--- src/rtl/int_cr_pkg.sv ---
package int_cr_pkg;
  localparam int unsigned NIB_W = 4;
  typedef enum logic [1:0] {
    ST_IDLE = 2'd0,
    ST_RUN  = 2'd1,
    ST_DONE = 2'd2
  } seq_state_e;
endpackage

--- src/rtl/icr_elem_seq.sv ---
module icr_elem_seq
  import int_cr_pkg::*;
#(
  parameter int unsigned MAX_VL = 64,
  localparam int unsigned EL_W = $clog2(MAX_VL),
  localparam int unsigned VL_W = $clog2(MAX_VL + 1)
) (
  input  logic            clk_i,
  input  logic            rst_ni,
  input  logic            start_i,
  input  logic [VL_W-1:0] vl_i,
  output logic            load_o,
  output logic            busy_o,
  output logic            done_o,
  output logic [EL_W-1:0] elem_o
);
  seq_state_e      state_q, state_d;
  logic [EL_W-1:0] elem_q, elem_d;
  logic [VL_W-1:0] vl_q, vl_d;
  logic            last_el;

  assign load_o  = (state_q == ST_IDLE) && start_i;
  assign last_el = ({1'b0, elem_q} == (vl_q - 1'b1));

  always_comb begin
    state_d = state_q;
    elem_d  = elem_q;
    vl_d    = vl_q;
    unique case (state_q)
      ST_IDLE: if (start_i) begin
        vl_d    = vl_i;
        elem_d  = '0;
        state_d = (vl_i == '0) ? ST_DONE : ST_RUN;
      end
      ST_RUN: begin
        if (last_el) state_d = ST_DONE;
        else         elem_d  = elem_q + 1'b1;
      end
      ST_DONE: state_d = ST_IDLE;
      default: state_d = ST_IDLE;
    endcase
  end

  always_ff @(posedge clk_i or negedge rst_ni) begin
    if (!rst_ni) begin
      state_q <= ST_IDLE;
      elem_q  <= '0;
      vl_q    <= '0;
    end else begin
      state_q <= state_d;
      elem_q  <= elem_d;
      vl_q    <= vl_d;
    end
  end

  assign busy_o = (state_q == ST_RUN);
  assign done_o = (state_q == ST_DONE);
  assign elem_o = elem_q;

  AST_DONE_PULSE: assert property (@(posedge clk_i) disable iff (!rst_ni)
    done_o |=> !done_o);
  AST_ELEM_STEP: assert property (@(posedge clk_i) disable iff (!rst_ni)
    busy_o && $past(busy_o) |-> elem_o == $past(elem_o) + 1'b1);
  AST_ELEM_BOUND: assert property (@(posedge clk_i) disable iff (!rst_ni)
    busy_o |-> {1'b0, elem_o} < vl_q);
  AST_VL_HELD: assert property (@(posedge clk_i) disable iff (!rst_ni)
    busy_o && $past(busy_o) |-> $stable(vl_q));
endmodule

--- src/rtl/icr_elem_map.sv ---
module icr_elem_map #(
  parameter int unsigned PRED_W     = 64,
  parameter int unsigned NUM_FIELDS = 64,
  localparam int unsigned EL_W = $clog2(PRED_W),
  localparam int unsigned F_W  = $clog2(NUM_FIELDS)
) (
  input  logic [PRED_W-1:0] pred_i,
  input  logic [EL_W-1:0]   elem_i,
  input  logic [F_W-1:0]    base_i,
  output logic              pred_bit_o,
  output logic [F_W-1:0]    idx_o,
  output logic              in_range_o
);
  localparam int unsigned SUM_W = ((F_W > EL_W) ? F_W : EL_W) + 1;
  logic [SUM_W-1:0] sum;

  // arithmetic bit order: element 0 uses the LSB
  assign pred_bit_o = pred_i[elem_i];
  assign sum        = SUM_W'(base_i) + SUM_W'(elem_i);
  assign in_range_o = (sum < SUM_W'(NUM_FIELDS));
  assign idx_o      = sum[F_W-1:0];
endmodule

--- src/rtl/icr_match_unit.sv ---
module icr_match_unit
  import int_cr_pkg::*;
(
  input  logic [NIB_W-1:0] mask_i,
  input  logic [NIB_W-1:0] mode_i,
  input  logic             src_bit_i,
  output logic [NIB_W-1:0] match_o
);
  for (genvar k = 0; k < NIB_W; k++) begin : g_bit
    assign match_o[k] = mask_i[k] & ~(mode_i[k] ^ src_bit_i);
  end
endmodule

--- src/rtl/int_cr_pred_writer.sv ---
module int_cr_pred_writer
  import int_cr_pkg::*;
#(
  parameter int unsigned PRED_W     = 64,
  parameter int unsigned NUM_FIELDS = 64,
  localparam int unsigned EL_W = $clog2(PRED_W),
  localparam int unsigned VL_W = $clog2(PRED_W + 1),
  localparam int unsigned F_W  = $clog2(NUM_FIELDS)
) (
  input  logic              clk_i,
  input  logic              rst_ni,
  input  logic              start_i,
  input  logic [VL_W-1:0]   vl_i,
  input  logic [F_W-1:0]    base_i,
  input  logic [PRED_W-1:0] pred_i,
  input  logic              zero_en_i,
  input  logic [NIB_W-1:0]  mask_i,
  input  logic [NIB_W-1:0]  mode_i,
  input  logic              src_zero_i,
  input  logic              src_bit_i,
  output logic              busy_o,
  output logic              wr_en_o,
  output logic [F_W-1:0]    wr_idx_o,
  output logic [NIB_W-1:0]  wr_data_o,
  output logic              done_o
);
  logic              load;
  logic [EL_W-1:0]   elem;
  logic [PRED_W-1:0] pred_q;
  logic [F_W-1:0]    base_q;
  logic              zen_q;
  logic [NIB_W-1:0]  mask_q, mode_q;
  logic              sbit_q;
  logic              pred_bit, in_range;
  logic [NIB_W-1:0]  match;

  icr_elem_seq #(.MAX_VL(PRED_W)) u_seq (
    .clk_i  (clk_i),
    .rst_ni (rst_ni),
    .start_i(start_i),
    .vl_i   (vl_i),
    .load_o (load),
    .busy_o (busy_o),
    .done_o (done_o),
    .elem_o (elem)
  );

  always_ff @(posedge clk_i or negedge rst_ni) begin
    if (!rst_ni) begin
      pred_q <= '0;
      base_q <= '0;
      zen_q  <= 1'b0;
      mask_q <= '0;
      mode_q <= '0;
      sbit_q <= 1'b0;
    end else if (load) begin
      pred_q <= pred_i;
      base_q <= base_i;
      zen_q  <= zero_en_i;
      mask_q <= mask_i;
      mode_q <= mode_i;
      sbit_q <= src_bit_i & ~src_zero_i;
    end
  end

  icr_elem_map #(.PRED_W(PRED_W), .NUM_FIELDS(NUM_FIELDS)) u_map (
    .pred_i    (pred_q),
    .elem_i    (elem),
    .base_i    (base_q),
    .pred_bit_o(pred_bit),
    .idx_o     (wr_idx_o),
    .in_range_o(in_range)
  );

  icr_match_unit u_match (
    .mask_i   (mask_q),
    .mode_i   (mode_q),
    .src_bit_i(sbit_q),
    .match_o  (match)
  );

  assign wr_en_o   = busy_o && in_range && (pred_bit || zen_q);
  assign wr_data_o = pred_bit ? match : '0;

  AST_WR_ONLY_BUSY: assert property (@(posedge clk_i) disable iff (!rst_ni)
    wr_en_o |-> busy_o);
  AST_ZERO_FILL: assert property (@(posedge clk_i) disable iff (!rst_ni)
    wr_en_o && !pred_bit |-> wr_data_o == '0);
  AST_DATA_IN_MASK: assert property (@(posedge clk_i) disable iff (!rst_ni)
    wr_en_o |-> (wr_data_o & ~mask_q) == '0);
  AST_OPS_HELD: assert property (@(posedge clk_i) disable iff (!rst_ni)
    busy_o && $past(busy_o) |-> $stable(mask_q) && $stable(pred_q) && $stable(base_q));
  AST_IDX_STEP: assert property (@(posedge clk_i) disable iff (!rst_ni)
    busy_o && $past(busy_o) && wr_en_o && $past(wr_en_o)
      |-> wr_idx_o == $past(wr_idx_o) + 1'b1);
endmodule

--- config.mk ---
export PLATFORM = sky130hd
export DESIGN_NAME = int_cr_pred_writer
export DESIGN_NICKNAME = d
export VERILOG_FILES = /design/src/rtl/int_cr_pkg.sv /design/src/rtl/icr_elem_seq.sv /design/src/rtl/icr_elem_map.sv /design/src/rtl/icr_match_unit.sv /design/src/rtl/int_cr_pred_writer.sv
export SDC_FILE = /design/constraint.sdc
export NUM_CORES = 1
export LEC_CHECK = 0
export CORE_MARGIN = 2
export CORE_UTILIZATION = 35
export CTS_CLUSTER_DIAMETER = 100
export DETAILED_ROUTE_END_ITERATION = 8
export SYNTH_ARGS = -nofsm -noshare
export SYNTH_HDL_FRONTEND = slang
export SYNTH_SLANG_ARGS = --single-unit
--- constraint.sdc ---
create_clock -name clk_i -period 3.2 [get_ports clk_i]
set_input_delay 0.96 -clock clk_i [delete_from_list [all_inputs] [get_ports clk_i]]
set_output_delay 0.96 -clock clk_i [all_outputs]
set_load 0.1 [all_outputs]
==> results_dict.tcl, run 1 <==
set metrics [dict create \
    outcome "finished, violations left" \
    failed_checks "negative setup slack" \
    combinationalPowerShare 0.590 \
    async_reset_ff_frac 1.000 \
    maxSlewViolCount 0 \
    rr_worst_depth 8 \
    holdBufCountCts 0 \
    ys_ff_latch 95 \
    die_area_mm2 0.01437 \
    p_int_w 0.004297 \
    cts.htree.levels 3 \
    hold_ws_ns 0.4727 \
    routedWlPerCell_um 14.52 \
    power_frac_seq 0.273 \
    clkPwrFrac 0.138 \
    p_leak_nw 3.176 \
    via_per_inst 4.747 \
    synth.top_cells.by_count "263 x nand2_1, 95 x dfrtp_1, 21 x clkbuf_1" \
    grt.total_usage 0.1738 \
    synth_top_area_share 0.5057 \
    worstSkewPairLatency_ns 0.33 \
    rr_endpoint "u_seq.elem_o[1]$_DFFE_PN0P_" \
    synth_nets 618 \
    grt_setup_unrepaired "yes" \
    die_y_um 119.9 \
    ys.flop_type "dfrtp_1" \
    hold_end "pred_q[35]$_DFFE_PN0P_" \
    ys_types 45 \
    cp.arrival_ns 2.55 \
    antenna_found_initial 0 \
    drt-initial-drc-count 260 \
    syn_area_per_cell_um2 9.075 \
    synthCells 518 \
    grt-ovfl-total 0 \
    wl_um 11750 \
    vias 3840 \
    period_minus_slack_ns 3.511 \
    grt_pass1_vias 3910 \
    r2r_setup_slack_ns 0.86 \
    core_mm2 0.01319 \
    setup_viol 5 \
    critPathRequiredTime_ns 2.24 \
    crit_path_end_kind "output port" \
    hpwlAfterDp_um 8238 \
    synth_most_common_cell "nand2_1" \
    initial_utilization 0.3564 \
    critical_path_class "reg2out" \
    r2r-start "u_seq.elem_o[2]$_DFFE_PN0P_" \
    clk_path_buf_depth 2 \
    die_w_um 119.9 \
    cts_root_buffer "clkbuf_16" \
    start_kind "flop" \
    fin_nets 728 \
    clk_pin_slew_ns 0.06 \
    hold_path.class "reg2reg" \
    worstMarginPinSlew_ns 0.5409 \
    power.density_mw_per_mm2 1158 \
    finalCritPeriodShare 1.097 \
    portBuffers 103 \
    cap_violations 0 \
    area_growth_pct 40.64 \
    drtAntennaViolNets 0 \
    nFillCells 1232 \
    ir_worst_vdd_mv 0.9296 \
    layout_setup_ws_ns -0.3105 \
    grt_start_max_net_pins 89 \
    slew_headroom 0.6394 \
    first_pass_iters 4 \
    cts_made_buffers 9 \
    worstPathMaxFanout 5 \
    drive_above_1_share 0.1485 \
    rows 42 \
    hp-start "pred_q[35]$_DFFE_PN0P_" \
    fmax_ghz 0.2849 \
    cts_tree "yes" \
    p_sw_frac 0.4390 \
    synth.yosys.seq_area_share 0.5057 \
    boundaryPins 104 \
    synth_largest_area_cell "dfrtp_1" \
    grt_pass1_wl_um 19790 \
    gp_congestion 0.8166 \
    p_switching_w 0.003362 \
    synth_area_mm2 0.004701 \
    synth_edf_count 0 \
    route.detailed.drc 0 \
    hold_viol_final 0 \
    holdPathStages 2 \
    synthTopCellsByArea "dfrtp_1 51%, nand2_1 21%, mux4_2 3.8%" \
    cts.sinks 95 \
    tns_ns -1.382 \
    ys_warn_count 0 \
    fin_skew_ns 0.006562 \
    antenna-diode-count 0 \
]
how the worst max path moves through the flow:
stage,start,endpoint,slack [ns],cells after the start
after floorplan,u_seq.elem_o[0]$_DFFE_PN0P_,wr_idx_o[4],-0.04,7
after global placement,u_seq.elem_o[0]$_DFFE_PN0P_,wr_en_o,-0.13,11
after detailed placement,u_seq.elem_o[0]$_DFFE_PN0P_,wr_en_o,-0.18,11
after CTS,u_seq.elem_o[0]$_DFFE_PN0P_,wr_en_o,-0.28,8
after global routing,u_seq.elem_o[0]$_DFFE_PN0P_,wr_en_o,-0.39,8
final,u_seq.elem_o[0]$_DFFE_PN0P_,wr_en_o,-0.31,8
metal layers:
metal / vias up / GRT usage / part of all wire
met5: - / 0 / 0
met4: 0 / 0.04191 / 0.0099
met3: 11 / 0.03279 / 0.040
met2: 87 / 0.2714 / 0.47
met1: 1850 / 0.2513 / 0.48
li1: 1892 / - / -
logic make-up (layout without fill, tap and decap cells):
family | after synthesis | in the layout | synth area share
AND/OR/NAND/NOR | 307 | 307 | 0.2654
flip-flops | 95 | 95 | 0.5057
buffers and inverters | 40 | 155 | 0.03833
AO/OA/AOI/OAI | 25 | 25 | 0.03727
multiplexers | 24 | 24 | 0.09422
XOR/XNOR | 18 | 18 | 0.03354
adder cells (fa/ha/maj) | 9 | 9 | 0.02555
critical path: stages, from the launching register on:
cell and delay [ns]:
dfrtp_2 0.43, buf_6 0.12, mux4_2 0.48, mux2_4 0.27, nand3b_1 0.09, o221ai_2 0.11, a22o_4 0.31, o21a_4 0.24
buf_12 0.16
state kept, by name, indices dropped and copies added, names as in the netlist:
signal / cells
zen_q: 1
mask_q: 4
mode_q: 4
u_seq.state_q: 2
pred_q: 64
u_seq.elem_o: 6
sbit_q: 1
u_seq.vl_q: 7
base_q: 6
power groups by stage:
| stage | clock network [W] | registers [W] | logic [W] |
|---|---|---|---|
| after global placement | 0 | 0.00208 | 0.00413 |
| after floorplan | 0 | 0.00195 | 0.00295 |
| after detailed placement | 0 | 0.00208 | 0.00422 |
| after CTS | 0.00108 | 0.00208 | 0.00448 |
| final | 0.00106 | 0.00209 | 0.00452 |
| after global routing | 0.00114 | 0.00216 | 0.00484 |
placed cells by master (no fill, tap or decap), drive strengths merged, types with 2 or more instances in the layout:
| master | count |
|---|---|
| mux2i | 6 |
| buf | 40 |
| a22oi | 2 |
| mux2 | 4 |
| ha | 8 |
| a21o | 2 |
| nand3b | 3 |
| clkdlybuf4s50 | 89 |
| xor2 | 5 |
| dfrtp | 95 |
| a21oi | 6 |
| inv | 10 |
| clkbuf | 13 |
| o21ai | 4 |
| nor4 | 2 |
| mux4 | 14 |
| a22o | 2 |
| nand3 | 8 |
| or4 | 2 |
| nor2b | 3 |
| and3 | 4 |
| nand2 | 263 |
| or3 | 2 |
| xnor2 | 13 |
| nand4 | 3 |
| o221ai | 2 |
| nor3 | 4 |
| nor2 | 10 |
stage by stage:
step	instance area, um^2	power (W)	utilization	cells	setup slack [ns]
after floorplan	4740	0.004900	-	518	-0.03527
after global placement	6141	0.006219	0.4656	785	-0.1263
after detailed placement	6141	0.006297	0.4656	785	-0.1768
after CTS	6563	0.007644	0.4975	807	-0.2769
after global routing	6611	0.008140	0.5012	809	-0.3933
final	6611	0.007659	0.5012	809	-0.3105
what timing repair did:
item | in CTS | in global routing
hold endpoints to repair | 0 | 0
setup endpoints to repair | 7 | 7
gates cloned | 1 | 0
setup buffers | 5 | 2
pin swaps | 5 | 8
gates resized for setup | 21 | 9
final cells by class:
cell class	instances	area [um^2]	share of cell area
timing repair buffer	129	1414	0.2139
sequential	95	2380	0.3600
clock buffer	13	250.2	0.03785
inverter	10	37.54	0.005678
tap	176	220.2	0.03331
multi-input combinational	383	2267	0.3429
clock inverter	3	42.54	0.006435
(Power assumes the default switching activity.)
==> run 2: changes to the inputs <==
Settings changed: HOLD_SLACK_MARGIN set to 0.03.
==> results of run 2 <==
The final DEF is identical to that of run 1; final timing and power are the same.
==> run 3: changes to the inputs <==
Settings changed: CTS_BUF_LIST set to sky130_fd_sc_hd__clkbuf_8 sky130_fd_sc_hd__clkbuf_16.
==> results_dict.tcl, run 3 (synthesis gave the netlist of run 1 again) <==
set metrics [dict create \
    finalCritPeriodShare 1.098 \
    cts.htree.levels 3 \
    grt_start_max_net_pins 89 \
    die_area_mm2 0.01437 \
    instances_no_fill 809 \
    worstMarginPinSlew_ns 0.5414 \
    critical_path_class "reg2out" \
    p_leak_nw 3.189 \
    critPathRequiredTime_ns 2.24 \
    nFillCells 1232 \
    core_mm2 0.01319 \
    cap_violations 0 \
    holdPathStages 2 \
    cp.arrival_ns 2.55 \
    die_y_um 119.9 \
    maxSlewViolCount 0 \
    grt_pass1_vias 3910 \
    drive_above_1_share 0.1485 \
    use_met3 0.03279 \
    cts_tree "yes" \
    worstPathMaxFanout 5 \
    largest_reg_flops 64 \
    drt-initial-drc-count 279 \
    via_per_inst 4.764 \
    worstSkewPairLatency_ns 0.34 \
    first_pass_iters 4 \
    period_minus_slack_ns 3.513 \
    antenna_found_initial 0 \
    largestRegisters "pred_q (64), u_seq.vl_q (7)" \
    gp_congestion 0.8166 \
    cts_made_buffers 9 \
    failed_checks "negative setup slack" \
    postLayoutCoreUtil 0.5012 \
    initial_utilization 0.3564 \
    rows 42 \
    power.density_mw_per_mm2 1157 \
    antenna-diode-count 0 \
    fmax_ghz 0.2846 \
    mostFrequentLayoutCell "nand2_1" \
    slew_headroom 0.6390 \
    outcome "finished, violations left" \
    wl_um 11750 \
    global_route.usage.met1 0.2513 \
    fin_nets 728 \
    largest_register "pred_q" \
    hold_path.class "reg2reg" \
    met2_usage 0.2714 \
    vias 3854 \
    fin_skew_ns 0.006548 \
    holdBufCountCts 0 \
    dp.cells 785 \
    ir_worst_vdd_mv 0.9296 \
    hold_viol_final 0 \
    grt_setup_unrepaired "yes" \
    boundaryPins 104 \
    die_w_um 119.9 \
    area_growth_pct 40.64 \
    start_kind "flop" \
    grt_pass1_wl_um 19790 \
    routedWlPerCell_um 14.53 \
    setup_viol 5 \
    route.detailed.drc 0 \
    cts_root_buffer "clkbuf_16" \
    clk_path_buf_depth 2 \
    layout_setup_ws_ns -0.3133 \
    final_cell_mix "263 x nand2_1, 93 x dfrtp_1, 89 x clkdlybuf4s50_1, 20 x buf_4, 15 x buf_12" \
    grt-ovfl-total 0 \
    rr_worst_depth 8 \
    cts.sinks 95 \
    grt.total_usage 0.1738 \
    busiest_layer "met2" \
    drtAntennaViolNets 0 \
    clk_pin_slew_ns 0.06 \
    pre_cts_ws_ns -0.1768 \
    hpwlAfterDp_um 8238 \
    portBuffers 103 \
    crit_path_end_kind "output port" \
]
run 3: cell types whose count changed in the layout (fill, tap and decap cells not counted), sizes merged:
| cell | delta |
|---|---|
| clkbuf | -3 |
| inv | +3 |
run 3: final timing paths:
check | endpoint | slack [ns] | from
setup / recovery | wr_en_o | -0.31 | u_seq.elem_o[0]$_DFFE_PN0P_
hold / removal | pred_q[63]$_DFFE_PN0P_ | 0.47 | pred_q[63]$_DFFE_PN0P_
setup reg to reg | u_seq.elem_o[1]$_DFFE_PN0P_ | 0.86 | u_seq.elem_o[2]$_DFFE_PN0P_
hold reg to reg | pred_q[63]$_DFFE_PN0P_ | 0.47 | pred_q[63]$_DFFE_PN0P_
max in group asynchronous | pred_q[51]$_DFFE_PN0P_ | 1.91 | rst_ni
min in group asynchronous | pred_q[25]$_DFFE_PN0P_ | 0.61 | rst_ni
run 3: layer usage:
layer	up-vias	part of all wire
li1	1893	-
met1	1858	0.48
met2	89	0.47
met3	14	0.042
met5	-	0
met4	0	0.013
run 3: area by class of cell:
type / count / area, um^2 / area share
Sequential cell: 95 / 2380 / 0.3600
Multi-Input combinational cell: 383 / 2267 / 0.3429
Timing Repair Buffer: 129 / 1414 / 0.2139
Clock buffer: 10 / 239.0 / 0.03615
Tap cell: 176 / 220.2 / 0.03331
Clock inverter: 6 / 53.80 / 0.008138
Inverter: 10 / 37.54 / 0.005678
run 3: where the power goes:
group          internal (W)  switching (W)
clock network      0.000617       0.000430
logic               0.00195        0.00257
registers           0.00172       0.000365
run 3: per-stage QoR:
stage          power (W)   TNS, ns  instance area (um^2)  hold slack (ns)
2_1_floorplan   0.004900  -0.03913                  4740           0.4373
3_3_place_gp    0.006219   -0.1263                  6141           0.4544
3_5_place_dp    0.006297   -0.2454                  6141           0.4598
4_1_cts         0.007634    -1.371                  6563           0.4751
5_1_grt         0.008131    -1.900                  6611           0.4938
6_report        0.007653    -1.393                  6611           0.4718
run 3: worst max-delay path, stage by stage (launching register included):
cell and delay [ns]:
dfrtp_2 0.43, buf_6 0.12, mux4_2 0.48, mux2_4 0.27, nand3b_1 0.09, o221ai_2 0.11, a22o_4 0.31, o21a_4 0.24
buf_12 0.16
run 3: repair_timing:
| item | CTS | global route |
|---|---|---|
| gates cloned | 1 | 0 |
| gates resized for setup | 21 | 9 |
| pin swaps | 5 | 8 |
| setup endpoints to repair | 7 | 7 |
| setup buffers | 5 | 2 |
